<file path="src/rtl/xor_bp_trainer.sv">
`timescale 1ns/1ps
module xor_bp_trainer #(
  parameter int MAX_EPOCHS = 8192
) (
  input  logic               clk,
  input  logic               rst_n,
  input  logic               start,
  input  logic signed [15:0] learn_rate,
  input  logic signed [15:0] err_limit,
  input  logic        [2:0]  rd_addr,
  output logic signed [15:0] rd_data,
  output logic               done
);
  localparam int EW = $clog2(MAX_EPOCHS + 1);
  localparam logic signed [15:0] ONE = 16'sd4096;

  typedef logic signed [15:0] q_t;

  function automatic q_t seed(input int i);
    case (i)
      0: return 16'sd2048;
      1: return -16'sd1024;
      2: return -16'sd1536;
      3: return 16'sd2867;
      4: return 16'sd1229;
      default: return -16'sd819;
    endcase
  endfunction

  function automatic q_t sat(input logic signed [31:0] v);
    if (v > 32'sd32767) return 16'sh7fff;
    if (v < -32'sd32768) return 16'sh8000;
    return v[15:0];
  endfunction

  function automatic logic [11:0] lut_neg(input logic [4:0] k);
    case (k)
      5'd0: return 12'd2;     5'd1: return 12'd2;     5'd2: return 12'd3;     5'd3: return 12'd3;
      5'd4: return 12'd4;     5'd5: return 12'd5;     5'd6: return 12'd7;     5'd7: return 12'd9;
      5'd8: return 12'd11;    5'd9: return 12'd15;    5'd10: return 12'd19;   5'd11: return 12'd24;
      5'd12: return 12'd31;   5'd13: return 12'd40;   5'd14: return 12'd51;   5'd15: return 12'd65;
      5'd16: return 12'd83;   5'd17: return 12'd106;  5'd18: return 12'd136;  5'd19: return 12'd172;
      5'd20: return 12'd219;  5'd21: return 12'd277;  5'd22: return 12'd349;  5'd23: return 12'd437;
      5'd24: return 12'd545;  5'd25: return 12'd674;  5'd26: return 12'd827;  5'd27: return 12'd1004;
      5'd28: return 12'd1205; 5'd29: return 12'd1428; 5'd30: return 12'd1668; default: return 12'd1920;
    endcase
  endfunction

  function automatic q_t sig(input q_t s);
    if (s[15]) return q_t'({4'b0, lut_neg(s[14:10])});
    return ONE - q_t'({4'b0, lut_neg(~s[14:10])});
  endfunction

  q_t w [6];
  q_t tmp, h0, h1, y, dout, dh0, dh1, err;
  logic busy;
  logic [4:0] step;
  logic [1:0] pat;
  logic [EW-1:0] epoch;

  q_t ma, mb, mres, e, xq0, xq1, fdelta, finput;
  logic signed [31:0] prod;
  logic [4:0] us;
  logic [2:0] ui, j;

  assign xq0 = pat[1] ? ONE : 16'sd0;
  assign xq1 = pat[0] ? ONE : 16'sd0;
  assign e   = ((pat[1] ^ pat[0]) ? ONE : 16'sd0) - y;
  assign us  = step - 5'd15;
  assign j   = us[3:1];
  assign ui  = (j < 3'd2) ? j + 3'd4 : j - 3'd2;
  assign fdelta = ui[2] ? dout : (ui[1] ? dh1 : dh0);
  assign finput = (ui == 3'd4) ? h0 : (ui == 3'd5) ? h1 : (ui[0] ? xq1 : xq0);
  assign prod = 32'(ma) * 32'(mb);
  assign mres = sat(prod >>> 12);
  assign rd_data = (rd_addr < 3'd6) ? w[rd_addr] : 16'sd0;

  always_comb begin
    ma = 16'sd0;
    mb = 16'sd0;
    if (step < 5'd6) begin
      ma = w[step[2:0]];
      mb = step[2] ? (step[0] ? h1 : h0) : (step[0] ? xq1 : xq0);
    end else begin
      case (step)
        5'd6:  begin ma = e;     mb = e;        end
        5'd7:  begin ma = e;     mb = y;        end
        5'd8:  begin ma = tmp;   mb = ONE - y;  end
        5'd9:  begin ma = w[4];  mb = dout;     end
        5'd10: begin ma = tmp;   mb = h0;       end
        5'd11: begin ma = tmp;   mb = ONE - h0; end
        5'd12: begin ma = w[5];  mb = dout;     end
        5'd13: begin ma = tmp;   mb = h1;       end
        5'd14: begin ma = tmp;   mb = ONE - h1; end
        default: begin
          if (!us[0]) begin ma = fdelta;     mb = finput; end
          else        begin ma = learn_rate; mb = tmp;    end
        end
      endcase
    end
  end

  always_ff @(posedge clk) begin
    if (!rst_n) begin
      for (int i = 0; i < 6; i++) w[i] <= seed(i);
      {tmp, h0, h1, y, dout, dh0, dh1, err} <= '0;
      busy <= 1'b0; done <= 1'b0; step <= '0; pat <= '0; epoch <= '0;
    end else if (!busy) begin
      if (start) begin
        for (int i = 0; i < 6; i++) w[i] <= seed(i);
        busy <= 1'b1; done <= 1'b0; step <= '0; pat <= '0; epoch <= '0; err <= '0;
      end
    end else begin
      step <= (step == 5'd26) ? 5'd0 : step + 5'd1;
      case (step)
        5'd0, 5'd2, 5'd4, 5'd7, 5'd9, 5'd10, 5'd12, 5'd13: tmp <= mres;
        5'd1:  h0   <= sig(sat(32'(tmp) + 32'(mres)));
        5'd3:  h1   <= sig(sat(32'(tmp) + 32'(mres)));
        5'd5:  y    <= sig(sat(32'(tmp) + 32'(mres)));
        5'd6:  err  <= sat(32'(err) + 32'(mres));
        5'd8:  dout <= mres;
        5'd11: dh0  <= mres;
        5'd14: dh1  <= mres;
        default: begin
          if (!us[0]) tmp <= mres;
          else        w[ui] <= sat(32'(w[ui]) + 32'(mres));
        end
      endcase
      if (step == 5'd26) begin
        pat <= pat + 2'd1;
        if (pat == 2'd3) begin
          epoch <= epoch + 1'b1;
          if (err < err_limit || epoch + 1'b1 == EW'(MAX_EPOCHS)) begin
            busy <= 1'b0;
            done <= 1'b1;
          end else begin
            err <= '0;
          end
        end
      end
    end
  end

  p_step_range_r10: assert property (@(posedge clk) disable iff (!rst_n) step <= 5'd26);
  p_done_idle_r9: assert property (@(posedge clk) disable iff (!rst_n) done |-> !busy);
  p_done_at_pass_end_r9: assert property (@(posedge clk) disable iff (!rst_n)
    $rose(done) |-> $past(step == 5'd26 && pat == 2'd3));
  p_epoch_cap_r9: assert property (@(posedge clk) disable iff (!rst_n) epoch <= EW'(MAX_EPOCHS));
  p_err_nonneg_r6: assert property (@(posedge clk) disable iff (!rst_n) !err[15]);
  p_pat_hold_r5: assert property (@(posedge clk) disable iff (!rst_n)
    (busy && $past(busy) && $past(step) != 5'd26) |-> $stable(pat));
  p_idle_weights_r11: assert property (@(posedge clk) disable iff (!rst_n)
    (!busy && $past(!busy)) |-> ($stable(w[0]) && $stable(w[1]) && $stable(w[2])
                                 && $stable(w[3]) && $stable(w[4]) && $stable(w[5])));
endmodule

</file>
<file path="config.mk">
export PLATFORM = sky130hd
export DESIGN_NAME = xor_bp_trainer
export DESIGN_NICKNAME = d
export VERILOG_FILES = /design/src/rtl/xor_bp_trainer.sv
export SDC_FILE = /design/constraint.sdc
export NUM_CORES = 2
export LEC_CHECK = 0
export BUFFER_PORTS_ARGS = -buffer_cell sky130_fd_sc_hd__buf_2
export CAP_MARGIN = 20
export CORE_MARGIN = 2
export CORE_UTILIZATION = 43
export CTS_CLUSTER_DIAMETER = 50
export DETAILED_ROUTE_END_ITERATION = 7
export HOLD_SLACK_MARGIN = 0.05
export PLACE_DENSITY = 0.7
export SLEW_MARGIN = 5
export SYNTH_ARGS = -nofsm -noshare
export SYNTH_HDL_FRONTEND = slang
export SYNTH_SLANG_ARGS = --single-unit
</file>
<file path="constraint.sdc">
create_clock -name clk -period 41.7 [get_ports clk]
set_input_delay 2.085 -clock clk [delete_from_list [all_inputs] [get_ports clk]]
set_output_delay 2.085 -clock clk [all_outputs]
set_load 0.01 [all_outputs]
</file>
==> summary.txt <==
======================================================================================
Growth of design area from synthesis to finish ..........................        8.43%
Library cell contributing the largest single delay on the critical path .     clkinv_1
Synthesized-area fraction occupied by adder cells .......................        24.6%
Max incr delay on CP ....................................................       700 ps
Average vias per placed instance ........................................         6.12
Largest voltage drop on the vdd net .....................................      32.3 uV
Buffer depth of the longest clock path ..................................            3
Pin count of the biggest net entering global routing ....................          104
Post-synthesis mux area share ...........................................        10.2%
Clock root cell .........................................................    clkbuf_16
Area share of the largest cell type after synthesis .....................        17.7%
Core Footprint ..........................................................    68700 um2
Leakage power summed over all cells .....................................      13.8 nW
Average cell area after synthesis .......................................     9.01 um2
Warnings from Yosys .....................................................            0
CP Capture Type .........................................................    flip-flop
Post-synthesis instance area ............................................    29900 um2
Die height ..............................................................       268 um
Area used by multi-input combinational logic ............................    21000 um2
Vias in the first global route ..........................................        25500
Global-route wire length before repair ..................................    153000 um
Number of max-cap violations ............................................            0
Result of the run ....................................................... complete, but fails checks
Die ar. .................................................................    71700 um2
CTS tree ................................................................         done
Class of the worst hold path ............................................ flip-flop to flip-flop
Post-synthesis share of cell area spent on and, or, nand and nor gates ..        14.3%
Required time of the critical path ......................................     42090 ps
RSZ-0062 raised after global routing ....................................        false
Number of buffers inserted by post-CTS setup repair .....................            0
Top cells by instance count after synthesis ............................. inv_1 (389), nor2_1 (294), nand2_1 (287), fa_1 (265), a21oi_1 (192)
Number of different library cells in the post-synthesis netlist .........           99
Post-synth EDFFs ........................................................          128
Post-CTS Hold Fix Bufs ..................................................            0
Via count ...............................................................        25900
Fillers .................................................................         6541
Placed wire-length estimate after detailed placement ....................     74400 um
R2r setup slk ...........................................................     24520 ps
Synth area leader .......................................................         fa_1
Sum of overflow across all layers after global routing ..................            0
Most repeated library cell on the critical path .........................        inv_1
Hold Violations, Final ..................................................            0
Part of the cycle the worst path needs ..................................        41.2%
IO Pins .................................................................           55
Largest family of logic cells by synthesized area .......................  adder cells
Gate Count Post-Synth ...................................................         3319
Total area of sequential cells ..........................................     6750 um2
F_max ...................................................................   0.0582 GHz
Horiz. Die Dim ..........................................................       268 um
Leading register cell type out of synthesis .............................      dfxtp_1
Most frequent cell after synthesis ......................................        inv_1
Worst rel slew slack ....................................................        19.6%
Crit path max fanout ....................................................           45
Finished Layout Cells ...................................................         4234
Transition time at the pin with the least slew margin ...................      1200 ps
Initial antenna violation count .........................................            2
TritonRoute pass-1 iters ................................................            8
Detailed Route Iter0 Violations .........................................         3545
CP Launch Type ..........................................................    flip-flop
Register area share after synthesis .....................................        22.5%
CP arrival ..............................................................     17570 ps
Nets in the synthesized netlist .........................................         3781
Final routed wire length divided by cell count ..........................      23.3 um
Clock Sinks .............................................................          273
Number of port buffers ..................................................           54
Largest clock skew in the final design ..................................      57.0 ps
# rows ..................................................................           96
H-tree depth reported by CTS ............................................            2
Clk pin slew, worst setup/hold paths ....................................        50 ps
Number of nets in the finished design ...................................         3733
Final-layout setup total negative slack .................................         0 ps
Post-route DRC ..........................................................            4
Number of buffers created by CTS ........................................           40
Final hold slack ........................................................       472 ps
Overall routed net length ...............................................     98600 um
Count of endpoints failing setup in the final report ....................            0
Share of final-layout standard cells stronger than drive strength 1 .....        12.0%
# placed instances ......................................................         4159
Max-slew violation total from the final report ..........................            0
PostCTS Resize Cnt ......................................................            0
Total routing usage reported by global routing ..........................        27.8%
Clock insertion delay at the later pin of the skew report ...............       590 ps
Post-route minimum period ...............................................     17180 ps
GPL Wtd Cong ............................................................        0.981
#FFs+latches synth ......................................................          273
Async S/R FF share, synth ...............................................           0%
Violations in the final reports ......................................... design-rule violations
Complex-gate fraction of the synthesized area ...........................        17.9%
Initial core utilization ................................................        43.5%
Number of antenna-violating nets in the routed design ...................            0
Critical path class ..................................................... flip-flop to flip-flop
Area contributors post-synth ............................................ fa_1 (18%), edfxtp_1 (13%), dfxtp_1 (9.7%), ha_1 (6.6%), mux4_2 (6.2%)
PD cells ................................................................  23.7 nW/um2
Parity-gate share of the synthesized area counting xor and xnor cells ...        2.74%
======================================================================================
==> state kept, by name, summed over array words and instances, names as in the netlist, named ones only <==
signal and count:
h0 13, pat 2, w 128, dout 16
done 1, dh0 16, busy 1, epoch 14
err 16, h1 13, tmp 16, y 13
dh1 16, step 5
==> layer usage <==
layer	share of wire (%)	global-route usage (%)	vias to the layer above
li1	-	-	11500
met5	0.013	0	-
met4	4.4	10.8	2
met2	44	42.6	1457
met3	11	5.29	267
met1	41	39.0	12700
==> final timing paths <==
| check | startpoint | endpoint | depth (start not counted) |
|---|---|---|---|
| max | step[0] | h1[9] | 56 |
| min | dh1[8] | dh1[8] | 2 |
| max reg2reg | step[0] | h1[9] | 56 |
| min reg2reg | dh1[8] | dh1[8] | 2 |
==> report_power, final <==
group	leakage, nW	total, mW	switching (mW)	internal [mW]
combinational	10.7	0.125	0.0835	0.0418
clock	0.657	0.351	0.135	0.216
sequential	2.36	0.293	0.00694	0.286
total	13.8	0.769	0.225	0.544
==> cell families after synthesis <==
family | after synthesis
AND/OR/NAND/NOR | 928
AO/OA/AOI/OAI | 799
buffers and inverters | 598
adder cells (fa/ha/maj) | 430
flip-flops | 273
multiplexers | 199
XOR/XNOR | 92
==> layout by cell type (no fill, tap or decap), types with 25 or more instances in the layout <==
cell / n
clkbuf_16: 41
a21oi_1: 192
edfxtp_1: 128
xor2_1: 33
nor3_1: 35
fa_1: 265
o22ai_1: 45
mux4_2: 82
mux2i_1: 83
a21o_1: 47
nand2b_1: 44
a211oi_1: 27
buf_2: 53
xnor2_1: 57
ha_1: 157
nor2_1: 293
buf_4: 56
a22oi_1: 25
o211ai_1: 27
and3_1: 26
and2_1: 35
nand3_1: 82
mux2_2: 34
o21ai_0: 180
nand2_1: 287
dfxtp_1: 142
nor2b_1: 37
a21oi_2: 34
inv_1: 389
==> critical path, delay by kind of cell, from the launching register on <==
kind	cells	cell delay, ps
compound gates	19	4860
xor+xnor	1	450
fa+ha+maj	10	4670
buf+inv	10	2360
flops	1	310
mux	1	120
simple gates	15	4200
==> cell type report <==
| cell class | count | area share (%) |
|---|---|---|
| well taps | 931 | 3.59 |
| inverters | 399 | 4.62 |
| repair buffers | 109 | 2.11 |
| flip-flops and latches | 273 | 20.8 |
| multi-input cells | 2448 | 64.6 |
| diodes | 1 | 0.00771 |
| clock buffers | 50 | 3.30 |
| clock inverters | 23 | 0.941 |
==> metrics by stage <==
stage          setup slack, ps  util (%)  power (mW)  area [um2]
2_1_floorplan            27150         -       0.376       29900
4_1_cts                  24900      47.2       0.766       32400
3_5_place_dp             24930      45.2       0.419       31100
5_1_grt                  23540      47.2       0.790       32400
3_3_place_gp             25420      45.2       0.418       31100
6_report                 24520      47.2       0.769       32400
No activity file was read; power rests on OpenSTA's default activity.
